<file path="config.mk">
export PLATFORM = sky130hd
export DESIGN_NAME = bfly_net
export DESIGN_NICKNAME = d
export VERILOG_FILES = /design/src/rtl/bfly_pkg.sv /design/src/rtl/bfly_ctrl.sv /design/src/rtl/bfly_dp.sv /design/src/rtl/bfly_net.sv
export SDC_FILE = /design/constraint.sdc
export NUM_CORES = 1
export LEC_CHECK = 0
export CAP_MARGIN = 0
export CORE_MARGIN = 4
export CORE_UTILIZATION = 33
export DETAILED_ROUTE_END_ITERATION = 6
export GPL_ROUTABILITY_DRIVEN = 1
export PLACE_DENSITY = 0.62
export SYNTH_ARGS = -nofsm -noshare
export SYNTH_HDL_FRONTEND = slang
export SYNTH_SLANG_ARGS = --single-unit
</file>
<file path="constraint.sdc">
create_clock -name clk -period 5.85 [get_ports clk]
set_clock_uncertainty 0.05 [all_clocks]
set_input_delay 0.585 -clock clk [delete_from_list [all_inputs] [get_ports clk]]
set_output_delay 0.585 -clock clk [all_outputs]
set_load 0.01 [all_outputs]
</file>
<file path="src/rtl/bfly_pkg.sv">
package bfly_pkg;

  // strobes from an element's arbiter to its payload registers
  typedef struct packed {
    logic [1:0] load;  // capture a new request into output register o
    logic [1:0] sel;   // which input feeds output register o
  } xbarStrobe_t;

  // lower line index of element `elem` in stage `stage`: insert a zero at bit `stage`
  function automatic int pairLow(input int stage, input int elem);
    return ((elem >> stage) << (stage + 1)) | (elem & ((1 << stage) - 1));
  endfunction

endpackage

</file>
<file path="src/rtl/bfly_ctrl.sv">
module bfly_ctrl
  import bfly_pkg::*;
(
  input  logic        clk,
  input  logic        rstN,
  input  logic [1:0]  inValid,
  input  logic [1:0]  want,
  output logic [1:0]  inReady,
  output logic [1:0]  outValid,
  input  logic [1:0]  outReady,
  output xbarStrobe_t strobe
);

  logic [1:0]      prio;
  logic [1:0]      free;
  logic [1:0]      contend;
  logic [1:0]      winner;
  logic [1:0]      busy;
  logic [1:0]      granted;
  logic [1:0]      grant;
  logic [1:0][1:0] req;   // req[o][i]

  always_comb begin
    for (int o = 0; o < 2; o++) begin
      for (int i = 0; i < 2; i++) begin
        req[o][i] = inValid[i] && (want[i] == 1'(o));
      end
      free[o]    = !outValid[o] || outReady[o];
      contend[o] = req[o][0] && req[o][1];
      winner[o]  = contend[o] ? prio[o] : req[o][1];
      busy[o]    = req[o][0] || req[o][1];
      granted[o] = busy[o] && free[o];
    end
    for (int i = 0; i < 2; i++) begin
      grant[i] = inValid[i] && granted[want[i]] && (winner[want[i]] == 1'(i));
    end
  end

  assign inReady     = grant;
  assign strobe.load = granted;
  assign strobe.sel  = winner;

  always_ff @(posedge clk or negedge rstN) begin
    if (!rstN) begin
      outValid <= '0;
      prio     <= '0;
    end else begin
      for (int o = 0; o < 2; o++) begin
        if (free[o]) outValid[o] <= granted[o];
        if (contend[o] && granted[o]) prio[o] <= ~winner[o];
      end
    end
  end

  // two inputs never both accepted toward the same output
  p_one_grant_r5: assert property (@(posedge clk) disable iff (!rstN)
    !(inReady[0] && inReady[1] && (want[0] == want[1])));

  generate
    for (genvar o = 0; o < 2; o++) begin : g_chk
      // a full, stalled register is never reloaded
      p_no_overwrite_r6: assert property (@(posedge clk) disable iff (!rstN)
        (outValid[o] && !outReady[o]) |-> !strobe.load[o]);
      // back-to-back contended grants alternate
      p_rr_fair_r9: assert property (@(posedge clk) disable iff (!rstN)
        (contend[o] && granted[o]) ##1 (contend[o] && granted[o])
          |-> (winner[o] != $past(winner[o])));
    end
  endgenerate

endmodule

</file>
<file path="src/rtl/bfly_dp.sv">
module bfly_dp
  import bfly_pkg::*;
#(
  parameter int PAY_W = 37
) (
  input  logic                  clk,
  input  xbarStrobe_t           strobe,
  input  logic [1:0][PAY_W-1:0] inPay,
  output logic [1:0][PAY_W-1:0] outPay
);

  always_ff @(posedge clk) begin
    for (int o = 0; o < 2; o++) begin
      if (strobe.load[o]) outPay[o] <= inPay[strobe.sel[o]];
    end
  end

endmodule

</file>
<file path="src/rtl/bfly_net.sv">
module bfly_net
  import bfly_pkg::*;
#(
  parameter int  LOG_PORTS = 3,
  parameter int  ADDR_W    = 16,
  parameter int  OP_W      = 2,
  parameter int  DATA_W    = 16,
  localparam int NPORT     = 1 << LOG_PORTS
) (
  input  logic                        clk,
  input  logic                        rstN,
  input  logic [NPORT-1:0]            inValid,
  output logic [NPORT-1:0]            inReady,
  input  logic [NPORT*LOG_PORTS-1:0]  inDest,
  input  logic [NPORT*ADDR_W-1:0]     inAddr,
  input  logic [NPORT*OP_W-1:0]       inOp,
  input  logic [NPORT*DATA_W-1:0]     inData,
  output logic [NPORT-1:0]            outValid,
  input  logic [NPORT-1:0]            outReady,
  output logic [NPORT*LOG_PORTS-1:0]  outDest,
  output logic [NPORT*ADDR_W-1:0]     outAddr,
  output logic [NPORT*OP_W-1:0]       outOp,
  output logic [NPORT*DATA_W-1:0]     outData
);

  localparam int NSTAGE   = LOG_PORTS;
  localparam int NELEM    = NPORT / 2;
  localparam int DEST_LSB = ADDR_W + OP_W + DATA_W;
  localparam int PAY_W    = DEST_LSB + LOG_PORTS;

  logic             linkValid [NSTAGE+1][NPORT];
  logic             linkReady [NSTAGE+1][NPORT];
  logic [PAY_W-1:0] linkPay   [NSTAGE+1][NPORT];

  generate
    for (genvar p = 0; p < NPORT; p++) begin : g_port
      assign linkValid[0][p] = inValid[p];
      assign linkPay[0][p]   = {inDest[p*LOG_PORTS +: LOG_PORTS],
                                inAddr[p*ADDR_W +: ADDR_W],
                                inOp[p*OP_W +: OP_W],
                                inData[p*DATA_W +: DATA_W]};
      assign inReady[p]      = linkReady[0][p];

      assign outValid[p]             = linkValid[NSTAGE][p];
      assign linkReady[NSTAGE][p]    = outReady[p];
      assign {outDest[p*LOG_PORTS +: LOG_PORTS],
              outAddr[p*ADDR_W +: ADDR_W],
              outOp[p*OP_W +: OP_W],
              outData[p*DATA_W +: DATA_W]} = linkPay[NSTAGE][p];

      // a request only appears on the port its destination names
      p_route_r2: assert property (@(posedge clk) disable iff (!rstN)
        outValid[p] |-> (outDest[p*LOG_PORTS +: LOG_PORTS] == LOG_PORTS'(p)));
      // a stalled output holds
      p_hold_r4: assert property (@(posedge clk) disable iff (!rstN)
        (outValid[p] && !outReady[p]) |=> (outValid[p] && $stable(linkPay[NSTAGE][p])));
    end

    for (genvar s = 0; s < NSTAGE; s++) begin : g_stage
      for (genvar e = 0; e < NELEM; e++) begin : g_elem
        localparam int LO   = pairLow(s, e);
        localparam int HI   = LO + (1 << s);
        localparam int RBIT = DEST_LSB + s;

        logic [1:0]            eInValid;
        logic [1:0]            eWant;
        logic [1:0]            eInReady;
        logic [1:0]            eOutValid;
        logic [1:0]            eOutReady;
        logic [1:0][PAY_W-1:0] eInPay;
        logic [1:0][PAY_W-1:0] eOutPay;
        xbarStrobe_t           eStrobe;

        assign eInValid  = {linkValid[s][HI], linkValid[s][LO]};
        assign eInPay[0] = linkPay[s][LO];
        assign eInPay[1] = linkPay[s][HI];
        assign eWant     = {eInPay[1][RBIT], eInPay[0][RBIT]};
        assign eOutReady = {linkReady[s+1][HI], linkReady[s+1][LO]};

        assign linkReady[s][LO]   = eInReady[0];
        assign linkReady[s][HI]   = eInReady[1];
        assign linkValid[s+1][LO] = eOutValid[0];
        assign linkValid[s+1][HI] = eOutValid[1];
        assign linkPay[s+1][LO]   = eOutPay[0];
        assign linkPay[s+1][HI]   = eOutPay[1];

        bfly_ctrl u_ctrl (
          .clk      (clk),
          .rstN     (rstN),
          .inValid  (eInValid),
          .want     (eWant),
          .inReady  (eInReady),
          .outValid (eOutValid),
          .outReady (eOutReady),
          .strobe   (eStrobe)
        );

        bfly_dp #(.PAY_W(PAY_W)) u_dp (
          .clk    (clk),
          .strobe (eStrobe),
          .inPay  (eInPay),
          .outPay (eOutPay)
        );
      end
    end
  endgenerate

endmodule

</file>
==> metrics.md, run 1 <==
| Metric | Value |
|---|---|
| Outcome | `finished clean` |
| Clock Root Buffer | `clkbuf_16` |
| Post-Synth Adder-Cell Area | `0%` |
| Clock latency on the worst-skew pair | `0.68 ns` |
| Synth Area in XOR/XNOR | `0.5255%` |
| CP peak stage delay | `0.68 ns` |
| Compound-cell area share of the yosys netlist | `1.473%` |
| Initial DRC count | `1850` |
| Die area | `126900 sq um` |
| Combinational family with the most area after synthesis | `multiplexers` |
| CP startpoint | `g_stage[0].g_elem[3].u_dp.outPay[72]` |
| Worst setup SP type | `flip-flop` |
| H-tree Lvls | `3` |
| CORE AREA | `120100 sq um` |
| Synth Area in Simple Gates | `2.743%` |
| Avg Inst Size Synth | `18.16 sq um` |
| Critical path type | `reg -> out` |
| Post-Syn Instances | `2203` |
| Max VDD drop | `0.0003637 V` |
| Internal power | `21.17 mW` |
| Worst path slowest cell | `clkdlybuf4s50_1` |
| Critical Path RT | `5.22 ns` |
| NetSw | `11.02 mW` |
| Synth cell types | `50` |
| Routed wire length | `140.1 mm` |
| Ratio of cells with drive above 1 in the final layout | `38.29%` |
| R2R Path End | `g_stage[0].g_elem[1].u_dp.outPay[24]` |
| CTS tree | `built` |
| Switching Fraction | `34.23%` |
| Number of global-route vias before repair | `24311` |
| Die Y | `356.2 um` |
| Site row count | `127` |
| Worst-path fanout max | `37` |
| Detail Route Antenna Nets | `0` |
| Achievable Freq | `232.3 MHz` |
| DRC | `0` |
| # Post-CTS Setup Buffers | `0` |
| Ys async rst share | `5.128%` |
| Maxcap violations | `0` |
| Largest net degree at the start of global routing | `49` |
| Combinational Power Share | `37.1%` |
| GRT Total Usage | `21.50%` |
| Worst Path Buf+Inv | `3` |
| Drt wl/cell | `30.58 um` |
| DP Cell Count | `4386` |
| Setup tns final | `0 ns` |
| Hold Fails Final Rpt | `0` |
| Clock Tree Buf Depth | `3` |
| Synthesized area | `40000 sq um` |
| Reg-to-Reg Start | `g_stage[1].g_elem[0].u_dp.outPay[73]` |
| First-pass GRT wire length | `188.4 mm` |
| Net Count, Synth | `2517` |
| Starting Density | `33.30%` |
| FF-to-FF setup slack | `2.25 ns` |
| Placed Area | `48530 sq um` |
| Post-synth EDFFs | `888` |
| Ys flop type | `edfxtp_1` |
| Worst-path cell chain | `nor2b_1 > a21boi_4 > buf_4 > inv_1 > o221a_2 > o21ai_1 > clkdlybuf4s50_1` |
| PortBufs | `625` |
| Tightest Hold Check Type | `reg -> reg` |
| #FFs+latches synth | `936` |
| Tmin final | `4.305 ns` |
| Net count, final | `3194` |
| Crit-path leading delay family | `buffers and inverters` |
| Period utilisation layout | `73.59%` |
| GPL Wtd Cong | `0.8316` |
| Die W | `356.2 um` |
| Total gr overflow | `0` |
| Critical path destination | `inReady[7]` |
| Sequential-to-total area share from yosys stat | `69.66%` |
| FF-to-FF path depth | `6` |
| Final Power | `32.19 mW` |
| Dpl hpwl | `97.44 mm` |
| Synthesis-to-finish area growth | `29.97%` |
| Synth Warn # | `0` |
| Clock network fraction of total power | `20.8%` |
| Pwr dens | `619.2 nW/um^2` |
| Clk slew on worst S/H paths | `0.06 ns` |
| Final setup viols | `0` |
| RSZ-0062 raised after global routing | `no` |
| Worst EP arrival | `3.67 ns` |
| Vias | `23065` |
| Post-synthesis mux area share | `24.37%` |
| Max Slew Vio Count | `0` |
| Worst Tran Pin Value | `1.218 ns` |
| Fillers | `10739` |
| Pre-Repair DR Iteration Count | `5` |
| Ports | `626` |
| Cell Count, Final, Fillers Out | `4581` |
| Clock sink count | `936` |
| Sequential power share | `42.1%` |
| Num CTS Buffers | `103` |
| Initial antenna violation count | `16` |
| Pleak | `17.52 nW` |
| WP depth | `7` |
| CP Capture Type | `output port` |
| Final instance area | `51990 sq um` |
| Vias per Instance | `5.035` |
| Slew headroom | `18.61%` |
-- layout make-up --
class / instances / area (sq um) / share of cell area [%]
clock inverters: 61 / 668.1 / 1.285
repair buffers: 662 / 6531 / 12.56
diodes: 5 / 12.51 / 0.02407
flip-flops and latches: 936 / 27870 / 53.60
well taps: 1612 / 2017 / 3.879
inverters: 15 / 56.30 / 0.1083
multi-input cells: 1162 / 12060 / 23.20
clock buffers: 128 / 2776 / 5.340
-- cells in the mapped netlist (3+ instances only) --
master    instances  area, sq um
nand3_1          17        85.08
o221a_4           3        60.06
o21ai_1           4        20.02
nor2_1           26        97.59
clkbuf_1          9        33.78
a21oi_1          12        60.06
o21bai_1          8        60.06
o21ai_0           4        20.02
or2_1             4        25.02
o22ai_1           4        25.02
xnor2_1          10        87.58
buf_1             5        18.77
inv_1            13        48.80
nand2b_1         33        206.5
nand2_1          53        198.9
nor2b_1          30        187.7
and2_1            4        25.02
mux2_2          864         9729
nor3b_2           4        50.05
or2_2             7        43.79
xor2_1           14        122.6
edfxtp_1        888        26670
o221ai_2          3        45.04
o32ai_1           3        26.28
dfrtp_1          48         1201
nor3_1            9        45.04
buf_2            76        380.4
o21a_1           12        90.09
-- layer usage --
metal	routed length (um)	track usage, %
met1	55810	26.49
met2	67780	36.39
met3	11400	5.782
met4	5011	7.703
met5	104	0
-- timing repair --
action	CTS	global route
hold endpoints to repair	48	0
hold buffers	1	0
resized for setup	0	0
-- state kept, by name (all words and copies together), names as in the netlist --
| name | cells |
|---|---|
| g_stage.g_elem.u_ctrl.outValid | 24 |
| g_stage.g_elem.u_ctrl.prio | 24 |
| g_stage.g_elem.u_dp.outPay | 888 |
-- kinds of logic after synthesis --
| group | after synthesis |
|---|---|
| buffers and inverters | 105 |
| flip-flops | 936 |
| AO/OA/AOI/OAI | 71 |
| XOR/XNOR | 24 |
| AND/OR/NAND/NOR | 201 |
| multiplexers | 866 |
-- worst min path at each step --
stage,startpoint,to,cells after the start
after floorplan,rstN,g_stage[0].g_elem[0].u_ctrl.outValid[0],0
after global placement,g_stage[2].g_elem[1].u_ctrl.prio[1],g_stage[2].g_elem[1].u_ctrl.prio[1],1
after detailed placement,g_stage[2].g_elem[0].u_ctrl.prio[1],g_stage[2].g_elem[0].u_ctrl.prio[1],1
after CTS,g_stage[2].g_elem[3].u_ctrl.prio[1],g_stage[2].g_elem[3].u_ctrl.prio[1],1
after global routing,g_stage[2].g_elem[1].u_ctrl.prio[1],g_stage[2].g_elem[1].u_ctrl.prio[1],1
final,g_stage[2].g_elem[3].u_ctrl.prio[1],g_stage[2].g_elem[3].u_ctrl.prio[1],1
-- metrics by stage --
| stage | util [%] | hold WS, ns | setup WS (ns) |
|---|---|---|---|
| 2_1_floorplan | - | 0.2394 | 2.054 |
| 4_1_cts | 43.27 | 0.4146 | 1.455 |
| 3_3_place_gp | 40.39 | 0.4005 | 1.753 |
| 3_5_place_dp | 40.39 | 0.4030 | 1.706 |
| 5_1_grt | 43.27 | 0.4346 | 1.244 |
| 6_report | 43.28 | 0.4101 | 1.545 |
-- power by group through the flow --
stage	combinational, mW	clock, mW	sequential (mW)
6_report	11.9	6.70	13.5
5_1_grt	12.6	7.13	13.8
4_1_cts	12.2	6.85	13.6
3_5_place_dp	12.1	0	13.6
3_3_place_gp	12.1	0	13.6
2_1_floorplan	5.49	0	13.6
-- cell usage in the layout, fill, tap and decap left out, types with 10 or more instances in the layout --
cell type / count
o21a_4: 10
dfrtp_1: 48
a21oi_4: 12
clkdlybuf4s50_1: 624
clkinv_2: 19
clkinv_1: 12
xnor2_1: 10
edfxtp_1: 888
nand2b_1: 33
bufinv_16: 13
inv_1: 13
nor2_1: 16
mux2_2: 864
xor2_1: 14
clkbuf_1: 19
nand3_1: 17
clkbuf_16: 107
nor2b_1: 30
nor2_4: 10
nand2_1: 51
buf_4: 36
Power figures use the tool's default switching activity.
==> run 2: changes to the inputs <==
Clock period 5.85 ns to 4.16 ns, I/O delays scaled along.
==> metrics.md, run 2 (synthesis gave the netlist of run 1 again) <==
| Metric | Value |
|---|---|
| CP Capture Type | `output port` |
| Most common cell after layout, fill and taps aside | `edfxtp_1` |
| Die W | `356.2 um (unchanged)` |
| Worst EP arrival | `3.30 ns (-0.37 ns)` |
| Hold WS | `0.3204 ns (-0.08970 ns)` |
| Number of flip-flops in the largest register | `888 (unchanged)` |
| Vias per Instance | `5.061 (+0.51%)` |
| Drt wl/cell | `31.10 um (+1.7%)` |
| Num CTS Buffers | `103 (unchanged)` |
| Largest regs | `g_stage.g_elem.u_dp.outPay x888, g_stage.g_elem.u_ctrl.outValid x24, g_stage.g_elem.u_ctrl.prio x24` |
| Combinational Power Share | `38.2% (+1.1 points)` |
| Slew headroom | `28.24% (+9.6 points)` |
| FF-to-FF path depth | `7 (+1)` |
| Hold Fails Final Rpt | `0 (unchanged)` |
| Tightest Hold Check Type | `in -> async` |
| Reg-to-Reg Start | `g_stage[1].g_elem[2].u_dp.outPay[36]` |
| GPL Wtd Cong | `0.8407 (+1.1%)` |
| Sequential power share | `41.6% (-0.5 points)` |
| Die area | `126900 sq um (unchanged)` |
| Internal power | `29.69 mW (+40%)` |
| Worst-path cell chain | `nor3b_2 > o22ai_1 > a31oi_1 > o221ai_2 > nand2_1 > o21ai_1 > clkdlybuf4s50_1` |
| Critical path destination | `inReady[7]` |
| Net count, final | `3214 (+0.63%)` |
| Final Power | `45.56 mW (+42%)` |
| Top reg by flops | `g_stage.g_elem.u_dp.outPay` |
| Clock network fraction of total power | `20.2% (-0.6 points)` |
| PortBufs | `625 (unchanged)` |
| R2R Path End | `g_stage[0].g_elem[3].u_dp.outPay[16]` |
| Cell Count, Final, Fillers Out | `4604 (+0.50%)` |
| Max VDD drop | `0.0005530 V (+52%)` |
| Critical Path RT | `3.69 ns (-1.53 ns)` |
| Clock Root Buffer | `clkbuf_16` |
| Setup tns final | `0 ns (unchanged)` |
| Pre-Repair DR Iteration Count | `5 (unchanged)` |
| WP depth | `7 (unchanged)` |
| Clock Tree Buf Depth | `3 (unchanged)` |
| Clk slew on worst S/H paths | `0.06 ns (about the same)` |
| Most frequent cells in the layout | `edfxtp_1, mux2_2, clkdlybuf4s50_1` |
| Ratio of cells with drive above 1 in the final layout | `38.40% (+0.11 points)` |
| Worst Tran Pin Value | `1.076 ns (-0.1417 ns)` |
| Clock sink count | `936 (unchanged)` |
| DP Cell Count | `4406 (+0.46%)` |
| H-tree Lvls | `3 (unchanged)` |
| Worst Path Buf+Inv | `1 (-2)` |
| Worst-path fanout max | `8 (-78%)` |
| Max Slew Vio Count | `0 (unchanged)` |
| Critical path type | `reg -> out` |
| Site row count | `127 (unchanged)` |
| CORE AREA | `120100 sq um (unchanged)` |
| Outcome | `finished clean` |
| Crit-path leading delay family | `compound AO/OA/AOI/OAI gates` |
| Vias | `23299 (+1.0%)` |
| Clock latency on the worst-skew pair | `0.67 ns (about the same)` |
| Worst path slowest cell | `clkdlybuf4s50_1` |
| Pleak | `17.60 nW (+0.44%)` |
| Util after Layout | `43.41% (+0.13 points)` |
| First-pass GRT wire length | `193.5 mm (+2.7%)` |
| Synthesis-to-finish area growth | `30.37%` |
| Final setup viols | `0 (unchanged)` |
| Largest net degree at the start of global routing | `38 (-22%)` |
| Worst setup SP type | `flip-flop` |
| Switching Fraction | `34.84% (+0.62 points)` |
| Achievable Freq | `265.9 MHz` |
| CTS tree | `built` |
| Initial DRC count | `1818 (-1.7%)` |
| Pwr dens | `873.6 nW/um^2 (+41%)` |
| Period utilisation layout | `90.41%` |
| RSZ-0062 raised after global routing | `no` |
| DRC | `0 (unchanged)` |
| Starting Density | `33.30% (unchanged)` |
| Routed wire length | `143.2 mm (+2.2%)` |
| Dpl hpwl | `96.33 mm (-1.1%)` |
| Number of global-route vias before repair | `24545 (+0.96%)` |
| FF-to-FF setup slack | `0.77 ns (-1.48 ns)` |
| Initial antenna violation count | `15 (-1)` |
| GRT Total Usage | `22.07% (+0.57 points)` |
| Total gr overflow | `0 (unchanged)` |
| CP peak stage delay | `0.67 ns (about the same)` |
| Detail Route Antenna Nets | `0 (unchanged)` |
| Ports | `626 (unchanged)` |
| CP startpoint | `g_stage[1].g_elem[0].u_dp.outPay[36]` |
| Tmin final | `3.761 ns` |
| NetSw | `15.87 mW (+44%)` |
| Die Y | `356.2 um (unchanged)` |
| Maxcap violations | `0 (unchanged)` |
==> run 2: cell count changes in the layout (fill, tap and decap cells not counted), sizes merged <==
cell and change:
clkinv +12, bufinv -4, inv -2, clkbuf -4
clkinvlp -2, buf +20, diode +3
==> run 2: how the worst min path moves through the flow <==
stage                                              startpoint                                      end  slack, ns  depth (start not counted)
after floorplan                                          rstN  g_stage[0].g_elem[0].u_ctrl.outValid[0]       0.07                          0
after global placement    g_stage[2].g_elem[3].u_ctrl.prio[1]      g_stage[2].g_elem[3].u_ctrl.prio[1]       0.40                          1
after detailed placement  g_stage[2].g_elem[1].u_ctrl.prio[1]      g_stage[2].g_elem[1].u_ctrl.prio[1]       0.40                          1
after CTS                                                rstN  g_stage[0].g_elem[1].u_ctrl.outValid[1]       0.27                          2
after global routing                                     rstN  g_stage[0].g_elem[1].u_ctrl.outValid[1]       0.35                          2
final                                                    rstN      g_stage[2].g_elem[3].u_ctrl.prio[1]       0.32                          2
==> run 2: power by group through the flow <==
stage               Sequential [mW]  Combinational [mW]  Clock [mW]
finish                         19.0                17.4        9.18
CTS                            19.0                17.7        9.38
global route                   19.4                18.3        9.76
detailed placement             19.1                17.6           0
floorplan                      19.1                7.72           0
global placement               19.1                17.5           0
==> run 2: metrics by stage <==
| stage | instance area (sq um) | worst slack (ns) |
|---|---|---|
| global placement | 48760 | 0.4428 |
| floorplan | 40000 | 0.4050 |
| global route | 52130 | 0.2173 |
| detailed placement | 48760 | 0.4098 |
| finish | 52150 | 0.3990 |
| CTS | 52130 | 0.3639 |
==> run 2: routing by layer <==
layer	share of wire [%]	wire, um	global-route usage (%)	vias up
li1	-	-	-	10041
met1	40	56860	27.23	12068
met2	50	71920	38.81	949
met3	6.9	9820	4.580	231
met4	3.2	4543	6.912	10
met5	0.043	61	0	-
==> run 2: area by class of cell <==
cell class,instances,area (sq um)
Antenna cell,8,20.02
Clock buffer,124,2759
Clock inverter,65,596.8
Fill cell,10754,67980
Inverter,15,56.30
Multi-Input combinational cell,1162,12060
Sequential cell,936,27870
Tap cell,1612,2017
Timing Repair Buffer,682,6769
==> run 2: worst register-to-register path, stage by stage, from the launching register on <==
cell	delay (ns)
edfxtp_1	0.45
nand2b_1	0.25
o22ai_1	0.24
a31oi_1	0.28
o221ai_2	0.32
inv_1	0.13
nor2_4	0.76
buf_4	0.49
==> run 2: repair_timing <==
action                    4_1_cts  5_1_grt
hold endpoints to repair       28        0
resized for setup               0        0
buffers inserted                0        0
hold buffers                    1        0
